<file path="config.mk">
export PLATFORM = sky130hd
export DESIGN_NAME = mpc_uart_rx
export DESIGN_NICKNAME = d
export VERILOG_FILES = /design/src/rtl/mpc_uart_pkg.sv /design/src/rtl/mpc_uart_rx_ctrl.sv /design/src/rtl/mpc_uart_rx_dp.sv /design/src/rtl/mpc_uart_rx.sv
export SDC_FILE = /design/constraint.sdc
export NUM_CORES = 1
export LEC_CHECK = 0
export BUFFER_PORTS_ARGS = -buffer_cell sky130_fd_sc_hd__buf_2
export CORE_MARGIN = 10
export CORE_UTILIZATION = 30
export CTS_CLUSTER_SIZE = 24
export DETAILED_ROUTE_END_ITERATION = 8
export HOLD_SLACK_MARGIN = 0.05
export PLACE_DENSITY = 0.44
export SYNTH_ARGS = -nofsm -noshare
export SYNTH_HDL_FRONTEND = slang
export SYNTH_HIERARCHICAL = 1
export SYNTH_SLANG_ARGS = --single-unit
export TNS_END_PERCENT = 30
</file>
<file path="constraint.sdc">
create_clock -name clk -period 5.2 [get_ports clk]
set_clock_uncertainty 0.15 [all_clocks]
set_input_delay 0.26 -clock clk [delete_from_list [all_inputs] [get_ports clk]]
set_output_delay 0.26 -clock clk [all_outputs]
set_load 0.005 [all_outputs]
</file>
<file path="src/rtl/mpc_uart_pkg.sv">
package mpc_uart_pkg;

  typedef enum logic [2:0] {
    RX_IDLE,
    RX_START,
    RX_DATA,
    RX_NINTH,
    RX_STOP
  } rxState_e;

  // Strobes from the control FSM to the datapath, at most one per cycle
  typedef struct packed {
    logic sampA;     // first of the three middle samples
    logic sampB;     // second middle sample
    logic shiftIn;   // vote decided for a data bit
    logic takeNinth; // vote decided for the ninth bit
    logic finish;    // vote decided for the stop bit, character ends
  } rxStrobe_t;

endpackage

</file>
<file path="src/rtl/mpc_uart_rx_ctrl.sv">
module mpc_uart_rx_ctrl
  import mpc_uart_pkg::*;
#(
  parameter int OVS       = 16,
  parameter int DATA_BITS = 8
) (
  input  logic       clk,
  input  logic       rst_n,
  input  logic       baudTick,
  input  logic       nineBitMode,
  input  logic       fallEdge,
  input  logic       voteBit,
  output rxStrobe_t  strb
);

  localparam int CW = $clog2(OVS);
  localparam int BW = $clog2(DATA_BITS);
  localparam logic [CW-1:0] SMP_A    = CW'(OVS / 2 - 1);
  localparam logic [CW-1:0] SMP_B    = CW'(OVS / 2);
  localparam logic [CW-1:0] SMP_C    = CW'(OVS / 2 + 1);
  localparam logic [CW-1:0] CNT_LAST = CW'(OVS - 1);
  localparam logic [BW-1:0] BIT_LAST = BW'(DATA_BITS - 1);

  rxState_e        state;
  logic [CW-1:0]   cnt;
  logic [BW-1:0]   bitIdx;

  always_comb begin
    strb = '0;
    if (baudTick && state != RX_IDLE) begin
      strb.sampA = (cnt == SMP_A);
      strb.sampB = (cnt == SMP_B);
      if (cnt == SMP_C) begin
        strb.shiftIn   = (state == RX_DATA);
        strb.takeNinth = (state == RX_NINTH);
        strb.finish    = (state == RX_STOP);
      end
    end
  end

  always_ff @(posedge clk or negedge rst_n) begin
    if (!rst_n) begin
      state  <= RX_IDLE;
      cnt    <= '0;
      bitIdx <= '0;
    end else if (state == RX_IDLE) begin
      cnt    <= '0;
      bitIdx <= '0;
      if (fallEdge) state <= RX_START;
    end else if (baudTick) begin
      if (cnt == SMP_C && ((state == RX_START && voteBit) || state == RX_STOP)) begin
        state <= RX_IDLE;
        cnt   <= '0;
      end else if (cnt == CNT_LAST) begin
        cnt <= '0;
        case (state)
          RX_START: state <= RX_DATA;
          RX_DATA: begin
            if (bitIdx == BIT_LAST) state <= nineBitMode ? RX_NINTH : RX_STOP;
            else                    bitIdx <= bitIdx + 1'b1;
          end
          RX_NINTH: state <= RX_STOP;
          default:  state <= RX_IDLE;
        endcase
      end else begin
        cnt <= cnt + 1'b1;
      end
    end
  end

endmodule

</file>
<file path="src/rtl/mpc_uart_rx_dp.sv">
module mpc_uart_rx_dp
  import mpc_uart_pkg::*;
#(
  parameter int DATA_BITS = 8
) (
  input  logic                 clk,
  input  logic                 rst_n,
  input  logic                 rxLine,
  input  rxStrobe_t            strb,
  input  logic                 nineBitMode,
  input  logic                 hostRd,
  input  logic                 hostWr,
  input  logic [DATA_BITS-1:0] hostWrData,
  input  logic                 modeWr,
  input  logic                 modeVal,
  output logic                 fallEdge,
  output logic                 voteBit,
  output logic [DATA_BITS-1:0] rxData,
  output logic                 rxBit9,
  output logic                 rxDone,
  output logic                 frameErr,
  output logic                 overrun,
  output logic                 mpMode,
  output logic [DATA_BITS-1:0] txHold
);

  logic [1:0]           syncQ;
  logic                 linePrev;
  logic                 lineS;
  logic                 smpA, smpB;
  logic [DATA_BITS-1:0] shiftReg;
  logic                 ninthReg;
  logic                 isAddr, accept, busy;

  assign lineS    = syncQ[1];
  assign fallEdge = linePrev & ~lineS;
  assign voteBit  = (smpA & smpB) | (smpA & lineS) | (smpB & lineS);

  // At the stop-bit decision voteBit is the stop bit itself
  assign isAddr = nineBitMode ? ninthReg : voteBit;
  assign accept = strb.finish && (!mpMode || isAddr);
  assign busy   = rxDone && !hostRd;

  always_ff @(posedge clk or negedge rst_n) begin
    if (!rst_n) begin
      syncQ    <= 2'b11;
      linePrev <= 1'b1;
      smpA     <= 1'b1;
      smpB     <= 1'b1;
      shiftReg <= '0;
      ninthReg <= 1'b0;
    end else begin
      syncQ    <= {syncQ[0], rxLine};
      linePrev <= lineS;
      if (strb.sampA)     smpA <= lineS;
      if (strb.sampB)     smpB <= lineS;
      if (strb.shiftIn)   shiftReg <= {voteBit, shiftReg[DATA_BITS-1:1]};
      if (strb.takeNinth) ninthReg <= voteBit;
    end
  end

  always_ff @(posedge clk or negedge rst_n) begin
    if (!rst_n) begin
      rxData   <= '0;
      rxBit9   <= 1'b0;
      rxDone   <= 1'b0;
      frameErr <= 1'b0;
      overrun  <= 1'b0;
    end else if (accept && !busy) begin
      rxData   <= shiftReg;
      rxBit9   <= nineBitMode & ninthReg;
      rxDone   <= 1'b1;
      frameErr <= ~voteBit;
      overrun  <= 1'b0;
    end else if (accept) begin
      overrun  <= 1'b1;
    end else if (hostRd) begin
      rxDone   <= 1'b0;
      frameErr <= 1'b0;
      overrun  <= 1'b0;
    end
  end

  always_ff @(posedge clk or negedge rst_n) begin
    if (!rst_n) begin
      mpMode <= 1'b0;
      txHold <= '0;
    end else begin
      if (modeWr) mpMode <= modeVal;
      if (hostWr) txHold <= hostWrData;
    end
  end

endmodule

</file>
<file path="src/rtl/mpc_uart_rx.sv">
module mpc_uart_rx
  import mpc_uart_pkg::*;
#(
  parameter int OVS       = 16,
  parameter int DATA_BITS = 8
) (
  input  logic                 clk,
  input  logic                 rst_n,
  input  logic                 rxLine,
  input  logic                 baudTick,
  input  logic                 nineBitMode,
  input  logic                 modeWr,
  input  logic                 modeVal,
  input  logic                 hostRd,
  input  logic                 hostWr,
  input  logic [DATA_BITS-1:0] hostWrData,
  output logic [DATA_BITS-1:0] rxData,
  output logic                 rxBit9,
  output logic                 rxDone,
  output logic                 frameErr,
  output logic                 overrun,
  output logic                 mpMode,
  output logic [DATA_BITS-1:0] txHold
);

  rxStrobe_t strb;
  logic      fallEdge;
  logic      voteBit;

  mpc_uart_rx_ctrl #(.OVS(OVS), .DATA_BITS(DATA_BITS)) ctrl_i (
    .clk         (clk),
    .rst_n       (rst_n),
    .baudTick    (baudTick),
    .nineBitMode (nineBitMode),
    .fallEdge    (fallEdge),
    .voteBit     (voteBit),
    .strb        (strb)
  );

  mpc_uart_rx_dp #(.DATA_BITS(DATA_BITS)) dp_i (
    .clk         (clk),
    .rst_n       (rst_n),
    .rxLine      (rxLine),
    .strb        (strb),
    .nineBitMode (nineBitMode),
    .hostRd      (hostRd),
    .hostWr      (hostWr),
    .hostWrData  (hostWrData),
    .modeWr      (modeWr),
    .modeVal     (modeVal),
    .fallEdge    (fallEdge),
    .voteBit     (voteBit),
    .rxData      (rxData),
    .rxBit9      (rxBit9),
    .rxDone      (rxDone),
    .frameErr    (frameErr),
    .overrun     (overrun),
    .mpMode      (mpMode),
    .txHold      (txHold)
  );

endmodule

</file>
Yosys cells after proc, flatten, opt, wreduce, memory -nomap -nowiden
Index checks and enable logic that the tools add are counted.
- bits in registers: 45
- bits of input ports: 17
- output and inout bits: 21
- word-level logic and storage cells: 90
- $add $sub $neg: 2
- equality and inequality tests: 14
- mux-type cells: 27
- bitwise operators: 9
- reduce and logical (&&, ||, !) cells: 22
- operators by type and width (kind ; number):
    3-bit two-way mux ; 14
    4-bit two-way mux ; 4
    4-bit == test, second input constant ; 3
    3-bit case mux with 3 select lines ; 1
    3-bit nonzero test ; 3
    2-bit nonzero test ; 4
    1-bit two-way mux ; 7
    3-bit by 2-bit == test with 1-bit output, second input constant ; 2
    3-bit == test, second input constant ; 2
    1-bit logical AND ; 6
    2-bit by 1-bit != test with 1-bit output, second input constant ; 3
    1-bit AND ; 5
    5-bit two-way mux ; 1
    5-bit AND reduction ; 1
    4-bit by 1-bit adder with 4-bit output, second input constant ; 1
    4-bit by 3-bit == test with 1-bit output, second input constant ; 1
    4-bit != test, second input constant ; 1
    4-bit AND reduction ; 1
    3-bit by 1-bit adder with 3-bit output, second input constant ; 1
    3-bit by 1-bit == test with 1-bit output, second input constant ; 1
    1-bit logical NOT ; 3
    3-bit logical NOT ; 1
    1-bit logical OR ; 2
    2-bit != test, second input constant ; 1
    3 further kinds ; 5

Logic depth before layout (Yosys ltp)
Gate-level depths: netlist of run 1.
- word-level depth: 9
- depth in mapped cells: 7
- gate-level depth less buffers: 7

Hierarchy
Netlist of run 1, hierarchy kept.
- modules (own cells, without submodules) (module ; times used ; cells an instance ; area each (um2) ; sequential area each (um2)):
    mpc_uart_rx_dp ; 1 ; 84 ; 1353.8 ; 882.1
    mpc_uart_rx_ctrl ; 1 ; 76 ; 713.2 ; 250.2

Worst setup path after synthesis of run 1
OpenSTA, ideal clock, no wires.
- kind: reg-to-reg
- start point: register ctrl_i.cnt[1]
- end point: register dp_i.rxData[0]
- data arrival time: 1900 ps
- data required time: 4925 ps
- path slack: 3026 ps
- stages on the path, launching flop included: 8
- period minus slack after synthesis: 2174 ps
- cell sequence: dfrtp_1 -> inv_1 -> ha_1 -> nand3b_1 -> nor4b_1 -> nand2_1 -> a21oi_4 -> mux2_2
- RTL lines (element ; line ; RTL):
    start, declared ; mpc_uart_rx_ctrl.sv:25 ; logic [CW-1:0] cnt;
    start signal, assigned ; mpc_uart_rx_ctrl.sv:66 ; cnt <= cnt + 1'b1;
    end signal, assigned ; mpc_uart_rx_dp.sv:70 ; rxData <= shiftReg;
    end, declared ; mpc_uart_rx_dp.sv:18 ; output logic [DATA_BITS-1:0] rxData,

==> results of run 1 <==
==> logic make-up (layout without fill, tap and decap cells) <==
group,count (synthesis),count (layout),synth area share (%)
xor gates and xnor gates,1,1,0.424
AOI/OAI and AO/OA,18,18,6.60
DFF,45,45,54.8
buffers and inverters,9,61,1.88
adders and majority gates,6,6,3.69
muxes,33,33,18.3
and+or+nand+nor,48,48,14.3
==> worst max-delay path by stage <==
stage	startpoint	endpoint	slack (ns)
final	ctrl_i/cnt[1]	dp_i/rxData[4]	2.68
after global routing	ctrl_i/cnt[1]	dp_i/rxData[2]	2.46
after CTS	ctrl_i/cnt[1]	dp_i/rxData[0]	2.66
after detailed placement	ctrl_i/cnt[1]	dp_i/rxData[4]	2.70
after global placement	ctrl_i/cnt[1]	dp_i/rxData[2]	2.79
after floorplan	ctrl_i/cnt[1]	dp_i/rxData[0]	3.03
==> per-layer routing <==
metal  track usage, %  vias to the layer above  share of wire [%]
li1                 -                      667                  -
met1             9.43                      695                 42
met2             14.9                       40                 49
met3             4.09                        2                8.6
met4             2.57                        0               0.55
met5                0                        -                  0
==> where the power goes <==
group          internal [mW]  total, mW  switching [mW]
clock network         0.0954      0.217           0.122
registers              0.388      0.438          0.0501
logic                 0.0968      0.214           0.117
total                  0.580      0.869           0.289
==> cells in the mapped netlist, types with 2 or more instances <==
| library cell | count | area [µm²] |
|---|---|---|
| dfrtp_1 | 40 | 1000 |
| mux2_2 | 28 | 315 |
| nand2_1 | 12 | 45.0 |
| nor2_1 | 10 | 37.5 |
| dfstp_2 | 5 | 131 |
| ha_1 | 5 | 62.6 |
| nand2b_1 | 5 | 31.3 |
| a21oi_1 | 4 | 20.0 |
| inv_1 | 4 | 15.0 |
| clkbuf_1 | 3 | 11.3 |
| mux2i_1 | 3 | 30.0 |
| nand3_1 | 3 | 15.0 |
| nand3b_1 | 3 | 22.5 |
| nor4b_1 | 3 | 26.3 |
| o21ai_0 | 3 | 15.0 |
| o31ai_1 | 3 | 22.5 |
| a211o_1 | 2 | 17.5 |
| nand4_1 | 2 | 12.5 |
==> stage by stage <==
stage | instance area, µm² | util, % | setup slack (ns) | total power, mW
finish | 2540 | 37.6 | 2.68 | 0.869
global route | 2540 | 37.6 | 2.46 | 0.933
CTS | 2540 | 37.6 | 2.66 | 0.887
detailed placement | 2330 | 34.5 | 2.70 | 0.652
global placement | 2330 | 34.5 | 2.79 | 0.642
floorplan | 2070 | - | 3.03 | 0.594
==> timing repair <==
item	CTS	global route
hold endpoints to repair	50	0
gates resized for setup	0	0
hold buffers	12	0
==> registers in the layout (all words and copies together), names as in the netlist, 2 cells and up <==
register / flops
ctrl_i/bitIdx: 3
ctrl_i/cnt: 4
ctrl_i/state: 3
dp_i/rxData: 8
dp_i/shiftReg: 8
dp_i/syncQ: 2
dp_i/txHold: 8
==> worst max-delay path: cells and delay by family, from the launching register on <==
family	cells	cell delay, ns
adder cells (fa/ha/maj)	1	0.17
flip-flops	1	0.42
multiplexers	1	0.38
buffers and inverters	1	0.09
AO/OA/AOI/OAI	1	0.34
AND/OR/NAND/NOR	3	0.86
==> cell type report <==
cell class	instances	area, µm²
Fill cell	660	4220
Sequential cell	45	1130
Multi-Input combinational cell	106	896
Timing Repair Buffer	49	305
Tap cell	80	100
Clock buffer	5	68.8
Clock inverter	3	22.5
Inverter	4	15.0
==> layout by cell type (no fill, tap or decap), drive strengths merged, types with 4 or more instances in the layout <==
cell	netlist	layout
a21oi	6	6
buf	2	37
clkbuf	3	5
dfrtp	40	40
dfstp	5	5
dlygate4sd3	0	12
ha	5	5
inv	4	4
mux2	29	29
mux2i	4	4
nand2	12	12
nand2b	5	5
nand3	4	4
nor2	10	10
o21ai	4	4
==> results.md, run 1 <==
* Worst R2R Path Depth at 7
* Max_slew headroom at 32.4%
* Later-pin clock latency in the skew report at 0.29 ns
* Initial DRC count at 26
* Vias/cell at 4.81
* Die width at 103 µm
* Cell Area, Synth at 2070 µm²
* CP arrival at 2.55 ns
* CP Capture Type: register
* CP Class: register to register
* Final Non-Filler Cells at 292
* Worst R2R Start: ctrl_i/cnt[1]
* Area Overhead vs Synth at 22.9%
* RR Endpoint: dp_i/rxData[4]
* Die Span Y at 103 µm
* Crit path max-delay cell type: nor4b_1
* Vias in the first global route at 1635
* Setup TNS at 0 ns
* Cell Chain, Critical Path: inv_1, ha_1, nand3b_1, nor4b_1, nand2_1, a21oi_4, mux2_2
* Full die area at 10600 µm²
* Syn_nets at 182
* Post-synth ARST share at 100%
* Final net count at 233
* CP max FO at 9
* Power per cell area at 342 nW/µm²
* Max cap viols at 0
* Synth Warn # at 6
* HP Class: input port to register
* Core area at 6760 µm²
* Most used DFF post-synth: dfrtp_1
* TritonCTS clock tree: done
* Static leakage at 1.18 nW
* First-pass GRT wire length at 7360 µm
* Worst EP required at 5.23 ns
* Hold worst-path end: dp_i/overrun
* Register bit total from synthesis at 45
* RSZ-0062 raised after global routing: false
* Placed Cells at 272
* Wire length per cell at 15.0 µm
* Slew @ Worst Pin at 1.01 ns
* Crit start category: register
* Worst reg2reg setup slack at 2.68 ns
* Slew Viols, Final at 0
* Period minus WS final at 2.52 ns
* Hpwl dp at 3160 µm
* Crit share post-route at 48.5%
* Total I/O pin count at 38
* Share of cells above drive strength 1 at 42.0%
* Initial antenna violation count at 0
* PortBufs at 37
* Routed wire length at 4370 µm
* Total track usage at 8.74%
* Synth unique cells at 40
* Clk buf depth at 2
* Reg clk slew, reported paths at 0.09 ns
* Setup bufs post-CTS at 0
* CP max stage delay at 0.53 ns
* Routed vias at 1404
* Post-synthesis average cell area at 12.9 µm²
* Final GP Congestion at 0.699
* Hold WS at 0.0974 ns
* Number of nets with antenna violations after routing at 0
* Max Clk Rate at 397 MHz
* TritonCTS Buffers at 5
* Final setup fails at 0
* ANT cells at 0
* # DRC at 0
* Overflow after GRT at 0
* H-tree depth at 2
* Pre-Repair DR Iteration Count at 4
* CTS root buf: clkbuf_8
* Hold path cells at 3
* Largest net degree at the start of global routing at 46
* Post-synth EDFFs at 0
* Clk sinks at 45
* Register area share after synthesis at 54.8%
* Synth Instances at 160
* Hold path start: hostRd
* Starting Density at 30.6%
* Worst VDD drop at 134 µV
* Final hold vios at 0
* Row count at 30
* Outcome: finished clean
No activity file was read; power rests on OpenSTA's default activity.
==> run 2: changes to the inputs <==
Clock period 5.2 ns to 2.6 ns, I/O delays scaled along.
==> results.md, run 2 (synthesized netlist as in run 1, its figures left out) <==
* HP Class: input port to register
* TritonCTS Buffers at 5
* Pre-Repair DR Iteration Count at 4
* Setup TNS at 0 ns
* Die width at 103 µm
* Slew @ Worst Pin at 1.01 ns
* Slew Viols, Final at 0
* Initial antenna violation count at 0
* Clk buf depth at 2
* Initial DRC count at 38
* Routed wire length at 4280 µm
* Die Span Y at 103 µm
* Worst reg2reg setup slack at 0.27 ns
* # DRC at 0
* Largest net degree at the start of global routing at 46
* Later-pin clock latency in the skew report at 0.29 ns
* Total track usage at 8.67%
* Outcome: finished clean
* Worst EP required at 2.63 ns
* Full die area at 10600 µm²
* TritonCTS clock tree: done
* Static leakage at 1.21 nW
* Crit start category: register
* ANT cells at 0
* Reg clk slew, reported paths at 0.08 ns
* Final net count at 239
* Starting Density at 30.6%
* Commonest non-fill, non-tap cell in the layout: dfrtp_1
* Biggest regs: dp_i/rxData: 8 flops, dp_i/shiftReg: 8 flops, dp_i/txHold: 8 flops
* Row count at 30
* Final core utilization at 38.4%
* Period minus WS final at 2.33 ns
* Final worst setup slack at 0.267 ns
* Fillers at 647
* CP max FO at 9
* CP Capture Type: register
* Vias/cell at 4.70
* Worst R2R Start: ctrl_i/cnt[1]
* H-tree depth at 2
* Max_slew headroom at 32.5%
* Final Non-Filler Cells at 298
* Max Clk Rate at 429 MHz
* Wire length per cell at 14.3 µm
* PortBufs at 37
* Crit share post-route at 89.7%
* CP arrival at 2.36 ns
* Hpwl dp at 3020 µm
* RSZ-0062 raised after global routing: false
* First-pass GRT wire length at 7290 µm
* Worst VDD drop at 298 µV
* CP Class: register to register
* Number of nets with antenna violations after routing at 0
* Commonest cells after routing, fill and taps aside: dfrtp_1, buf_2, mux2_2
* Hold path cells at 2
* Area Overhead vs Synth at 25.7%
* Hold path start: hostWr
* Share of cells above drive strength 1 at 42.2%
* Final GP Congestion at 0.748
* Multi-input gate area at 896 µm²
* Reg area at 1130 µm²
* Final hold vios at 0
* Placement Setup Slack at 0.292 ns
* Overflow after GRT at 0
* Placed Cells at 275
* Final setup fails at 0
* CTS root buf: clkbuf_8
* Routed vias at 1402
* Hold worst-path end: dp_i/txHold[7]
* RR Endpoint: dp_i/rxData[5]
* Core area at 6760 µm²
* Power per cell area at 680 nW/µm²
* Total I/O pin count at 38
* Max cap viols at 0
* Worst R2R Path Depth at 8
* Clk sinks at 45
* Vias in the first global route at 1536
==> run 2: changes by cell type in the layout (fill, tap and decap cells not counted) <==
cell,change
buf_4,+3
dlygate4sd3_1,+3
clkbuf_8,+1
clkinv_4,-1
==> run 2: final cells by class <==
class | instances | share of cell area, %
timing repair buffer | 55 | 13.8
clock inverter | 2 | 0.530
tap | 80 | 3.85
inverter | 4 | 0.578
clock buffer | 6 | 3.18
sequential | 45 | 43.6
multi-input combinational | 106 | 34.5
==> run 2: routing by layer <==
| metal | track usage [%] | part of all wire (%) |
|---|---|---|
| met3 | 3.75 | 7.1 |
| met2 | 13.4 | 47 |
| met1 | 10.5 | 45 |
| met4 | 3.21 | 0.56 |
| met5 | 0 | 0 |
==> run 2: critical path: stages, from the launching register on <==
cell and delay, ns:
dfrtp_1 0.42, inv_1 0.09, ha_1 0.17, nand3b_1 0.10, nor4b_1 0.33, buf_4 0.18, nand2_1 0.09, a21oi_4 0.31
mux2_2 0.39
==> run 2: how the worst max path moves through the flow <==
| stage | from | endpoint | slack, ns | depth (start not counted) |
|---|---|---|---|---|
| 2_1_floorplan | ctrl_i/cnt[1] | dp_i/rxData[0] | 0.43 | 7 |
| 3_3_place_gp | ctrl_i/cnt[1] | dp_i/rxData[2] | 0.32 | 8 |
| 3_5_place_dp | ctrl_i/cnt[1] | dp_i/rxData[5] | 0.29 | 8 |
| 4_1_cts | ctrl_i/cnt[1] | dp_i/rxData[5] | 0.27 | 8 |
| 5_1_grt | ctrl_i/cnt[1] | dp_i/rxData[5] | 0.05 | 8 |
| 6_report | ctrl_i/cnt[1] | dp_i/rxData[5] | 0.27 | 8 |
==> run 2: per-stage QoR <==
stage	area, µm²	total power, mW	hold WS, ns
floorplan	2070	1.19	-0.316
global placement	2350	1.30	0.0871
detailed placement	2350	1.31	0.0908
CTS	2600	1.80	0.0720
global route	2600	1.90	0.0778
finish	2600	1.77	0.0803
==> run 2: what timing repair did <==
item | in CTS | in global routing
hold endpoints to repair | 56 | 0
gates resized for setup | 0 | 0
buffers inserted | 0 | 0
hold buffers | 15 | 0
==> run 2: power breakdown <==
group / switching, mW / internal, mW / leakage (nW)
combinational: 0.246 / 0.204 / 0.582
sequential: 0.0869 / 0.776 / 0.580
clock: 0.238 / 0.216 / 0.0512
total: 0.570 / 1.20 / 1.21
